<file path="config.mk">
export PLATFORM = sky130hd
export DESIGN_NAME = brtgt_unit
export DESIGN_NICKNAME = d
export VERILOG_FILES = /design/src/rtl/brtgt_pkg.sv /design/src/rtl/brtgt_cond_eval.sv /design/src/rtl/brtgt_target_add.sv /design/src/rtl/brtgt_align_chk.sv /design/src/rtl/brtgt_unit.sv
export SDC_FILE = /design/constraint.sdc
export NUM_CORES = 1
export LEC_CHECK = 0
export BUFFER_PORTS_ARGS = -buffer_cell sky130_fd_sc_hd__buf_4
export CORE_MARGIN = 2
export CORE_UTILIZATION = 53
export DETAILED_ROUTE_END_ITERATION = 12
export PLACE_DENSITY = 0.92
export SYNTH_ARGS = -nofsm -noshare
export SYNTH_HDL_FRONTEND = slang
export SYNTH_HIERARCHICAL = 1
export SYNTH_SLANG_ARGS = --single-unit
</file>
<file path="constraint.sdc">
create_clock -name clk -period 3.6 [get_ports clk]
set_clock_uncertainty 0.05 [all_clocks]
set_input_delay 0.36 -clock clk [delete_from_list [all_inputs] [get_ports clk]]
set_output_delay 0.36 -clock clk [all_outputs]
set_load 0.03 [all_outputs]
</file>
<file path="src/rtl/brtgt_pkg.sv">
package brtgt_pkg;

   // Width of the branch condition selector.
   localparam int unsigned COND_W = 4;

   // Condition selector codes that can take a branch.
   localparam logic [COND_W-1:0] CC_ALWAYS = 4'd0;
   localparam logic [COND_W-1:0] CC_NEVER  = 4'd1;
   localparam logic [COND_W-1:0] CC_NE     = 4'd6;
   localparam logic [COND_W-1:0] CC_EQ     = 4'd7;
   localparam logic [COND_W-1:0] CC_GE     = 4'd12;
   localparam logic [COND_W-1:0] CC_LT     = 4'd13;

   // Byte length of an operation word and of one extension word.
   localparam int unsigned OP_WORD_BYTES = 2;

   // Access size codes on the check port.
   typedef enum logic [1:0] {
      ACC_BYTE = 2'd0,
      ACC_WORD = 2'd1,
      ACC_LONG = 2'd2,
      ACC_WIDE = 2'd3
   } acc_size_e;

endpackage

</file>
<file path="src/rtl/brtgt_cond_eval.sv">
module brtgt_cond_eval
   import brtgt_pkg::*;
(
   input  logic [COND_W-1:0] cond_i,
   input  logic              n_i,
   input  logic              z_i,
   input  logic              v_i,
   output logic              take_o
);

   always_comb begin
      unique case (cond_i)
         CC_ALWAYS: take_o = 1'b1;
         CC_NEVER:  take_o = 1'b0;
         CC_NE:     take_o = ~z_i;
         CC_EQ:     take_o = z_i;
         CC_GE:     take_o = ~(n_i ^ v_i);
         CC_LT:     take_o = n_i ^ v_i;
         default:   take_o = 1'b0;
      endcase
   end

endmodule

</file>
<file path="src/rtl/brtgt_target_add.sv">
module brtgt_target_add
   import brtgt_pkg::*;
#(
   parameter int unsigned ADDR_W = 32,
   parameter int unsigned DISP_W = 16
) (
   input  logic [ADDR_W-1:0] pc_i,
   input  logic [DISP_W-1:0] disp_i,
   input  logic              ext_i,
   input  logic              take_i,
   output logic [ADDR_W-1:0] next_o
);

   localparam logic [ADDR_W-1:0] BASE_OFS = ADDR_W'(OP_WORD_BYTES);
   localparam logic [ADDR_W-1:0] LONG_OFS = ADDR_W'(2 * OP_WORD_BYTES);

   logic [ADDR_W-1:0] disp_x;
   logic [ADDR_W-1:0] tgt;
   logic [ADDR_W-1:0] fall;

   // Widen the displacement; the variant depends on the width ratio.
   generate
      if (DISP_W == ADDR_W) begin : g_same_w
         assign disp_x = disp_i;
      end else begin : g_sext
         assign disp_x = {{(ADDR_W - DISP_W){disp_i[DISP_W-1]}}, disp_i};
      end
   endgenerate

   // Both candidates are formed in parallel; the decision only selects.
   assign tgt    = pc_i + BASE_OFS + disp_x;
   assign fall   = pc_i + (ext_i ? LONG_OFS : BASE_OFS);
   assign next_o = take_i ? tgt : fall;

endmodule

</file>
<file path="src/rtl/brtgt_align_chk.sv">
module brtgt_align_chk
   import brtgt_pkg::*;
(
   input  logic      lsb_i,
   input  acc_size_e size_i,
   input  logic      fetch_i,
   output logic      err_o
);

   logic needs_even;

   // Only byte data may sit on an odd address.
   assign needs_even = fetch_i | (size_i != ACC_BYTE);
   assign err_o      = lsb_i & needs_even;

endmodule

</file>
<file path="src/rtl/brtgt_unit.sv">
module brtgt_unit
   import brtgt_pkg::*;
#(
   parameter int unsigned ADDR_W = 32,
   parameter int unsigned SIG_W  = 24,
   parameter int unsigned DISP_W = 16
) (
   input  logic              clk,
   input  logic              rst_n,
   input  logic              br_valid_i,
   input  logic [ADDR_W-1:0] br_addr_i,
   input  logic [COND_W-1:0] br_cond_i,
   input  logic [DISP_W-1:0] br_disp_i,
   input  logic              br_ext_i,
   input  logic              flag_n_i,
   input  logic              flag_z_i,
   input  logic              flag_v_i,
   output logic              br_done_o,
   output logic              taken_o,
   output logic [ADDR_W-1:0] next_pc_o,
   output logic [SIG_W-1:0]  fetch_addr_o,
   output logic              br_err_o,
   input  logic              chk_valid_i,
   input  logic [ADDR_W-1:0] chk_addr_i,
   input  logic [1:0]        chk_size_i,
   input  logic              chk_fetch_i,
   output logic              chk_done_o,
   output logic              addr_err_o
);

   // Elaboration-time parameter checks.
   generate
      if (ADDR_W < 2) begin : g_bad_addr_w
         $error("brtgt_unit: ADDR_W must be at least 2");
      end
      if (SIG_W > ADDR_W || SIG_W < 1) begin : g_bad_sig_w
         $error("brtgt_unit: SIG_W must lie in 1..ADDR_W");
      end
      if (DISP_W > ADDR_W || DISP_W < 2) begin : g_bad_disp_w
         $error("brtgt_unit: DISP_W must lie in 2..ADDR_W");
      end
   endgenerate

   logic              take_c;
   logic [ADDR_W-1:0] next_c;
   logic              pc_err_c;
   logic              acc_err_c;
   logic              chk_hi_unused;

   logic              br_done_q;
   logic              taken_q;
   logic [ADDR_W-1:0] next_q;
   logic              br_err_q;
   logic              chk_done_q;
   logic              acc_err_q;

   brtgt_cond_eval u_cond (
      .cond_i (br_cond_i),
      .n_i    (flag_n_i),
      .z_i    (flag_z_i),
      .v_i    (flag_v_i),
      .take_o (take_c)
   );

   brtgt_target_add #(
      .ADDR_W (ADDR_W),
      .DISP_W (DISP_W)
   ) u_add (
      .pc_i   (br_addr_i),
      .disp_i (br_disp_i),
      .ext_i  (br_ext_i),
      .take_i (take_c),
      .next_o (next_c)
   );

   // The next program counter is checked as an operation-word fetch.
   brtgt_align_chk u_pc_align (
      .lsb_i   (next_c[0]),
      .size_i  (ACC_WORD),
      .fetch_i (1'b1),
      .err_o   (pc_err_c)
   );

   brtgt_align_chk u_acc_align (
      .lsb_i   (chk_addr_i[0]),
      .size_i  (acc_size_e'(chk_size_i)),
      .fetch_i (chk_fetch_i),
      .err_o   (acc_err_c)
   );

   // Upper address bits do not affect alignment.
   assign chk_hi_unused = ^chk_addr_i[ADDR_W-1:1];

   always_ff @(posedge clk) begin
      if (!rst_n) begin
         br_done_q  <= 1'b0;
         taken_q    <= 1'b0;
         next_q     <= '0;
         br_err_q   <= 1'b0;
         chk_done_q <= 1'b0;
         acc_err_q  <= 1'b0;
      end else begin
         br_done_q  <= br_valid_i;
         chk_done_q <= chk_valid_i;
         if (br_valid_i) begin
            taken_q  <= take_c;
            next_q   <= next_c;
            br_err_q <= pc_err_c;
         end
         if (chk_valid_i) begin
            acc_err_q <= acc_err_c;
         end
      end
   end

   assign br_done_o    = br_done_q;
   assign taken_o      = taken_q;
   assign next_pc_o    = next_q;
   assign fetch_addr_o = next_q[SIG_W-1:0];
   assign br_err_o     = br_err_q;
   assign chk_done_o   = chk_done_q;
   assign addr_err_o   = acc_err_q;

endmodule

</file>
Word-level counts from Yosys, hierarchy flattened
Cells that the tools add are included.
{ "totals": {"elab_cells": 23, "rom_bits": 0, "memories": 0, "ramBits": 0, "regBits": 37, "out_inout_bits": 61, "input_bits": 95, "latch_bits": 0} }
{ "op_classes": {"reduce_logical": 2, "shifts": 0, "n_div": 0, "mux": 3, "n_lt_le_gt_ge": 0, "addsub": 3, "n_bitwise": 5, "eq_ne": 4, "mul": 0} }
{ "op_table": {"columns": ["cell", "n"], "rows": [
  ["$add A32 B32 Y32", 2],
  ["$add A32 B2 Y32 const B", 1],
  ["$mux W32", 1],
  ["$eq A4 B3 Y1 const B", 2],
  ["$eq A4 B4 Y1 const B", 2],
  ["$pmux W1 S5", 1],
  ["$logic_not A4 Y1", 1],
  ["$mux W3", 1],
  ["$not A1 Y1", 2],
  ["$reduce_bool A2 Y1", 1],
  ["$and A1 B1 Y1", 1],
  ["$or A1 B1 Y1", 1],
  ["$xor A1 B1 Y1", 1]
]} }

Logic depth before layout (Yosys ltp)
Gate-level depths: netlist (run 1).
{ "depth": {"depth_word": 4, "ltp_mapped": 16, "mapped_depth_nobuf": 16} }

By module
Netlist (run 1), hierarchy kept.
{ "by_module_without_submodules": {"columns": ["module", "instances", "area_each_um2", "seq_area_each_um2", "cells_each"], "rows": [
  ["brtgt_target_add", 1, 3129.3, 0.0, 430],
  ["brtgt_unit", 1, 1592.8, 740.7, 142],
  ["brtgt_cond_eval", 1, 76.3, 0.0, 8],
  ["brtgt_align_chk", 2, 8.8, 0.0, 1]
]} }

Worst setup path before layout (run 1)
Ideal clock, no wire load.
{ "synth_timing": {"path_kind": "input to register", "startpoint": "in br_addr_i[1]", "endpoint": "reg next_q[31] (netlist: next_pc_o[31])", "setup_ns": 0.116, "path_slack_ns": 0.449, "required_ns": 3.434, "n_path_buf": 0, "path_stages": 16, "arrival_time_ns": 2.985, "cell_sequence": "inv_1 > ha_1 > inv_1 > ha_1 > inv_1 > fa_1 > nand2b_1 > a21oi_1 > nor4b_4 > a211o_2 > a21oi_2 > o221ai_1 > mux2i_1 > nand4b_1 > mux2i_1 > nor2b_1"} }
{ "synth_between": {"elab_chain_len": 3, "word_cells_on_any_way": 4, "cone_classes": "3 x add/sub; 1 x mux"} }
{ "synth_lines": {"columns": ["item", "line_no", "text"], "rows": [
  ["from (decl)", "brtgt_unit.sv:11", "input logic [ADDR_W-1:0] br_addr_i,"],
  ["$add A32 B2 Y32", "brtgt_target_add.sv:31", "assign tgt = pc_i + BASE_OFS + disp_x;"],
  ["$add A32 B32 Y32", "brtgt_target_add.sv:31", null],
  ["$mux W32 (*)", "brtgt_target_add.sv:33", "assign next_o = take_i ? tgt : fall;"],
  ["net next_c[31]", "brtgt_unit.sv:45", "logic [ADDR_W-1:0] next_c;"],
  ["to (signal assigned)", "brtgt_unit.sv:107", "next_q <= next_c;"],
  ["to (decl)", "brtgt_unit.sv:52", "logic [ADDR_W-1:0] next_q;"]
]} }
The timed path passes the listed nets; every way through them passes the cells marked *.
A chain may end at the register's enable or synchronous reset.

Worst setup path after layout (run 1)
{ "layout_timing": {"startpoint": "in br_addr_i[1]", "endpoint": "reg next_q[29] (netlist: next_pc_o[29])"} }
Same word-level chain as after synthesis.

==> flow_summary.json, run 1 <==
{
  "status": "completed",
  "ys_ff_latch": 37,
  "ant_nets": 0,
  "cap_violations": 0,
  "synth_top_area_cell": "ha_1",
  "numCtsBuffers": 5,
  "grt_pass1_vias": 4381,
  "clkSlewWorstSetupHoldPaths_ns": 0.08,
  "drc": 0,
  "worstSetupPathType": "in2reg",
  "cts_buffer_depth": 2,
  "whs_path_depth": 2,
  "routed_wl_mm": 12.82,
  "clock_latency_ns": 0.28,
  "synthFlopType": "dfxtp_1",
  "cts_root_buf": "clkbuf_8",
  "slew_viol_final": 0,
  "required_ns": 3.78,
  "rr_worst_depth": 2,
  "min_period_ns": 3.374,
  "start_util_pct": 54.95,
  "routabilityCongestion": 0.8838,
  "r2r_slack_ns": 2.87,
  "synth-xor-area-share_pct": 10.34,
  "fin_nets": 836,
  "synthAdderAreaFrac_pct": 17.20,
  "die_h_microns": 99.33,
  "grtUsageTotal_pct": 25.74,
  "critPathCaptureType": "flop",
  "synth_area_leaders": "ha_1 16%, dfxtp_1 15%, mux2i_1 8.7%",
  "syn_inst": 582,
  "path_cells": "buf_4, inv_1, ha_1, inv_1, ha_1, inv_1, fa_1, nand2b_1, a21oi_1, nor4b_4, a211o_2, a21oi_2, a311o_1, a31oi_1, nor3_2, mux2i_1, nor2b_1",
  "synth-edff-count": 0,
  "via_per_inst": 5.718,
  "cts_tree": "yes",
  "synth-compound-area-share_pct": 15.82,
  "dr.pass1.iters": 5,
  "vdd_drop_max_v": 0.0002868,
  "port_buffers": 124,
  "dieArea_sq_um": 9865,
  "grt_pass1_wl_mm": 20.89,
  "clock-sinks": 37,
  "synth_most_common_cell": "ha_1",
  "holdBufCountCts": 0,
  "cts_resized": 0,
  "min_path_type": "in2reg",
  "cts_setup_buffers": 0,
  "drt-wirelength-per-cell_microns": 16.33,
  "design.core.area_sq_um": 8763,
  "syn_avg_cell_area_sq_um": 8.275,
  "ys_types": 73,
  "crit_fanout": 5,
  "seq_area_frac_synth_pct": 15.38,
  "yosys_warnings": 6,
  "slowest_delay_ns": 0.40,
  "synth-simple-area-share_pct": 22.94,
  "antenna_found_initial": 0,
  "cts-htree-levels": 2,
  "synthArstFlopShare_pct": 0,
  "power.total_mw": 1.818,
  "powerDensity_nw_per_um2": 317.1,
  "post-route-util_pct": 65.42,
  "synth_top_area_share_pct": 16.37,
  "worst_path_max_delay_cell": "fa_1",
  "synth_area_sq_um": 4816,
  "dp_hpwl_mm": 10.19,
  "drive_gt1_share_pct": 23.93,
  "io_pins": 156,
  "fmax_ghz": 0.2964,
  "num_rows": 34,
  "grt_max_degree": 38,
  "muxShareOfSynthArea_pct": 9.197,
  "diodes": 0,
  "overflow": 0,
  "finalCritPeriodShare_pct": 93.71,
  "grt_setup_unrepaired": "false",
  "critPathLaunchType": "input port",
  "setup_viol": 0,
  "hold_slack_ns": 0.2480,
  "relSlewSlack_pct": 60.26,
  "hold_viol": 0,
  "arrival_ns": 3.55,
  "area_delta_synth_final_pct": 19.04,
  "die-width_microns": 99.33,
  "synth_top_family_by_area": "simple AND/OR/NAND/NOR gates",
  "worst_pin_slew_ns": 0.5961,
  "num_vias": 4489,
  "synth_top_cells_by_count": "63 x ha_1, 47 x a21oi_1, 42 x mux2i_1",
  "crit_top_cell": "inv_1",
  "p_leak_nw": 2.777,
  "dr.first_iter.drc_count": 221,
  "finalSetupTns_ns": 0
}
## power breakdown
part	switching, mW	total, mW	internal (mW)
logic	0.565	0.966	0.401
clock network	0.153	0.378	0.225
registers	0.0277	0.473	0.446
total	0.746	1.82	1.07
## cell families (layout without fill, tap and decap cells)
kind of cell	after synthesis	count (layout)
AO/OA/AOI/OAI	116	116
XOR/XNOR	56	56
adder cells (fa/ha/maj)	65	65
buffers and inverters	72	166
flip-flops	37	37
multiplexers	44	44
other	2	3
AND/OR/NAND/NOR	190	190
## state kept, by name, indices dropped and copies added, names as in the netlist
signal,count
chk_done_o,1
next_pc_o,32
br_err_o,1
br_done_o,1
addr_err_o,1
taken_o,1
## placed cells by master, fill, tap and decap left out, drive strengths merged, types with 4 or more instances in the layout
cell,instances
o21ai,14
nor2,39
nand4,13
and3,9
inv,28
and2,5
or3,6
a21oi,48
nand3b,4
nor2b,39
a31oi,6
xor2,21
nor3,6
dfxtp,37
mux2i,42
nand2,32
a21o,13
ha,63
o21bai,4
xnor2,35
nand2b,4
buf,130
clkbuf,6
nand3,20
## path summary, 6_finish.rpt
path | endpoint | from
worst max register to register | next_pc_o[16] | next_pc_o[16]
worst min register to register | addr_err_o | addr_err_o
worst max-delay path | next_pc_o[29] | br_addr_i[1]
worst min-delay path | chk_done_o | chk_valid_i
## area by class of cell
type                    count  area, sq um
clock inverters             2        37.54
flip-flops and latches     37        740.7
clock buffers               6        82.58
inverters                  28        105.1
well taps                 108        135.1
multi-input cells         474         3656
repair buffers            130        975.9
fillers                   735         3030
## worst max-delay path, delay by kind of cell
kind	cells	cell delay (ns)
buffers and inverters	4	0.23
multiplexers	1	0.13
adder cells (fa/ha/maj)	3	0.84
AO/OA/AOI/OAI	5	1.30
AND/OR/NAND/NOR	4	0.68
## layer usage
layer,part of all wire [%],wire length [microns],GRT usage (%)
met3,4.5,578,3.303
met4,1.1,138,5.796
met5,0,0,0
met2,50,6395,46.10
met1,45,5710,32.93
## per-stage QoR
step                std cells  instance area (sq um)  worst slack, ns
floorplan                 583                   4820           0.4488
global placement          777                   5613          0.08745
detailed placement        777                   5613          0.02387
CTS                       785                   5733           0.2605
global route              785                   5733          0.09386
finish                    785                   5733           0.2263
No activity file was read; power rests on OpenSTA's default activity.
==> inputs of run 2 (changes only) <==
Settings changed: CELL_PAD_IN_SITES_DETAIL_PLACEMENT set to 2, CELL_PAD_IN_SITES_GLOBAL_PLACEMENT set to 2, CORE_UTILIZATION 53 to 30, CTS_BUF_LIST set to sky130_fd_sc_hd__clkbuf_16.
==> flow_summary.json, run 2 (synthesis gave the netlist of run 1 again) <==
{
  "status": "completed",
  "dr.pass1.iters": 4,
  "numCtsBuffers": 5,
  "power.total_mw": 1.989,
  "whs_path_depth": 2,
  "final_common_cell": "buf_4",
  "drc": 0,
  "hold_viol": 0,
  "min_to": "chk_done_o",
  "grt_pass1_wl_mm": 30.42,
  "grt_max_degree": 38,
  "powerDensity_nw_per_um2": 335.5,
  "holdBufCountCts": 0,
  "worst_pin_slew_ns": 0.6550,
  "largest_reg_flops": 32,
  "r2r-end": "next_pc_o[11]",
  "p_leak_nw": 2.804,
  "relSlewSlack_pct": 56.07,
  "area_delta_synth_final_pct": 23.12,
  "min_path_type": "in2reg",
  "die-width_microns": 130.7,
  "drt-wirelength-per-cell_microns": 22.03,
  "cap_violations": 0,
  "rr_startpoint": "next_pc_o[11]",
  "routabilityCongestion": 0.8296,
  "start_util_pct": 30.54,
  "critPathLaunchType": "input port",
  "multi_input_area_sq_um": 3667,
  "routed_wl_mm": 19.71,
  "via_per_inst": 5.330,
  "antenna_found_initial": 0,
  "layout_common_cells": "131 x buf_4, 63 x ha_1, 46 x a21oi_1, 42 x mux2i_1",
  "num_rows": 46,
  "seq_area_sq_um": 740.7,
  "cts-htree-levels": 2,
  "r2r_slack_ns": 2.75,
  "min_period_ns": 3.366,
  "fmax_ghz": 0.2971,
  "overflow": 0,
  "fillCellCount": 1833,
  "setup_viol": 0,
  "diodes": 0,
  "finalCritPeriodShare_pct": 93.50,
  "grt_pass1_vias": 5370,
  "crit_fanout": 4,
  "vdd_drop_max_v": 0.0001612,
  "ant_nets": 0,
  "clock-sinks": 37,
  "design.core.area_sq_um": 15770,
  "clkSlewWorstSetupHoldPaths_ns": 0.07,
  "num_vias": 4770,
  "dr.first_iter.drc_count": 129,
  "slew_viol_final": 0,
  "rr_worst_depth": 2,
  "grt_setup_unrepaired": "false",
  "dieArea_sq_um": 17080,
  "clock_latency_ns": 0.29,
  "finalSetupTns_ns": 0,
  "io_pins": 156,
  "fin_nets": 838,
  "min-delay-start": "chk_valid_i",
  "cts_root_buf": "clkbuf_16",
  "cts_tree": "yes",
  "critPathCaptureType": "flop",
  "grtUsageTotal_pct": 23.07,
  "worstSetupPathType": "in2reg",
  "required_ns": 3.78,
  "die_h_microns": 130.7,
  "port_buffers": 124,
  "arrival_ns": 3.54,
  "drive_gt1_share_pct": 24.15,
  "cts_buffer_depth": 2,
  "dp_hpwl_mm": 15.37
}
==> run 2: worst max path at each step <==
stage	slack, ns	from	end	depth (start not counted)
final	0.23	br_addr_i[1]	next_pc_o[29]	17
after global routing	0.08	br_addr_i[1]	next_pc_o[19]	18
after CTS	0.07	br_addr_i[1]	next_pc_o[29]	17
after detailed placement	-0.23	br_addr_i[1]	next_pc_o[29]	17
after global placement	0.03	br_addr_i[1]	next_pc_o[29]	17
after floorplan	0.45	br_addr_i[1]	next_pc_o[31]	16
==> run 2: metal layers <==
layer	part of all wire, %	track usage, %	routed length, microns	up-vias
li1	-	-	-	2238
met1	42	27.40	8243	2398
met2	54	43.60	10580	95
met3	2.0	1.792	396	39
met4	2.5	7.822	488	0
met5	0	0	0	-
==> run 2: report_power, final <==
part           internal [mW]  switching, mW
Clock                  0.255          0.192
Sequential             0.446         0.0333
Combinational          0.413          0.651
Total                   1.11          0.876
==> run 2: layout make-up <==
class                   instances  area share (%)
well taps                     216           4.558
multi-input cells             474           61.85
flip-flops and latches         37           12.49
repair buffers                132           16.92
clock buffers                   5           2.110
clock inverters                 3          0.2954
inverters                      28           1.773
==> run 2: worst max-delay path: stages <==
cell and delay (ns):
buf_4 0.09, inv_1 0.04, ha_1 0.29, inv_1 0.07
ha_1 0.18, inv_1 0.06, fa_1 0.40, nand2b_1 0.20
a21oi_2 0.20, nor4b_4 0.07, a211o_2 0.39, a21oi_4 0.23
a311o_1 0.26, a31oi_1 0.11, nor3_2 0.30, mux2i_1 0.13
nor2b_1 0.15
==> run 2: timing repair <==
item,4_1_cts,5_1_grt
gates resized for setup,0,2
endpoints found under the hold margin,0,0
setup endpoints to repair,0,3
setup buffers,0,0
==> run 2: stage by stage <==
step / util [%] / hold WS (ns) / instance area [sq um] / setup WS (ns) / instances
after global placement: 36.62 / 0.4518 / 5776 / 0.03147 / 887
after CTS: 37.53 / 0.2436 / 5918 / 0.06569 / 895
final: 37.60 / 0.2435 / 5929 / 0.2341 / 895
after floorplan: - / 0.4317 / 4820 / 0.4488 / 583
after detailed placement: 36.62 / 0.4703 / 5776 / -0.2259 / 887
after global routing: 37.60 / 0.2739 / 5929 / 0.08109 / 895
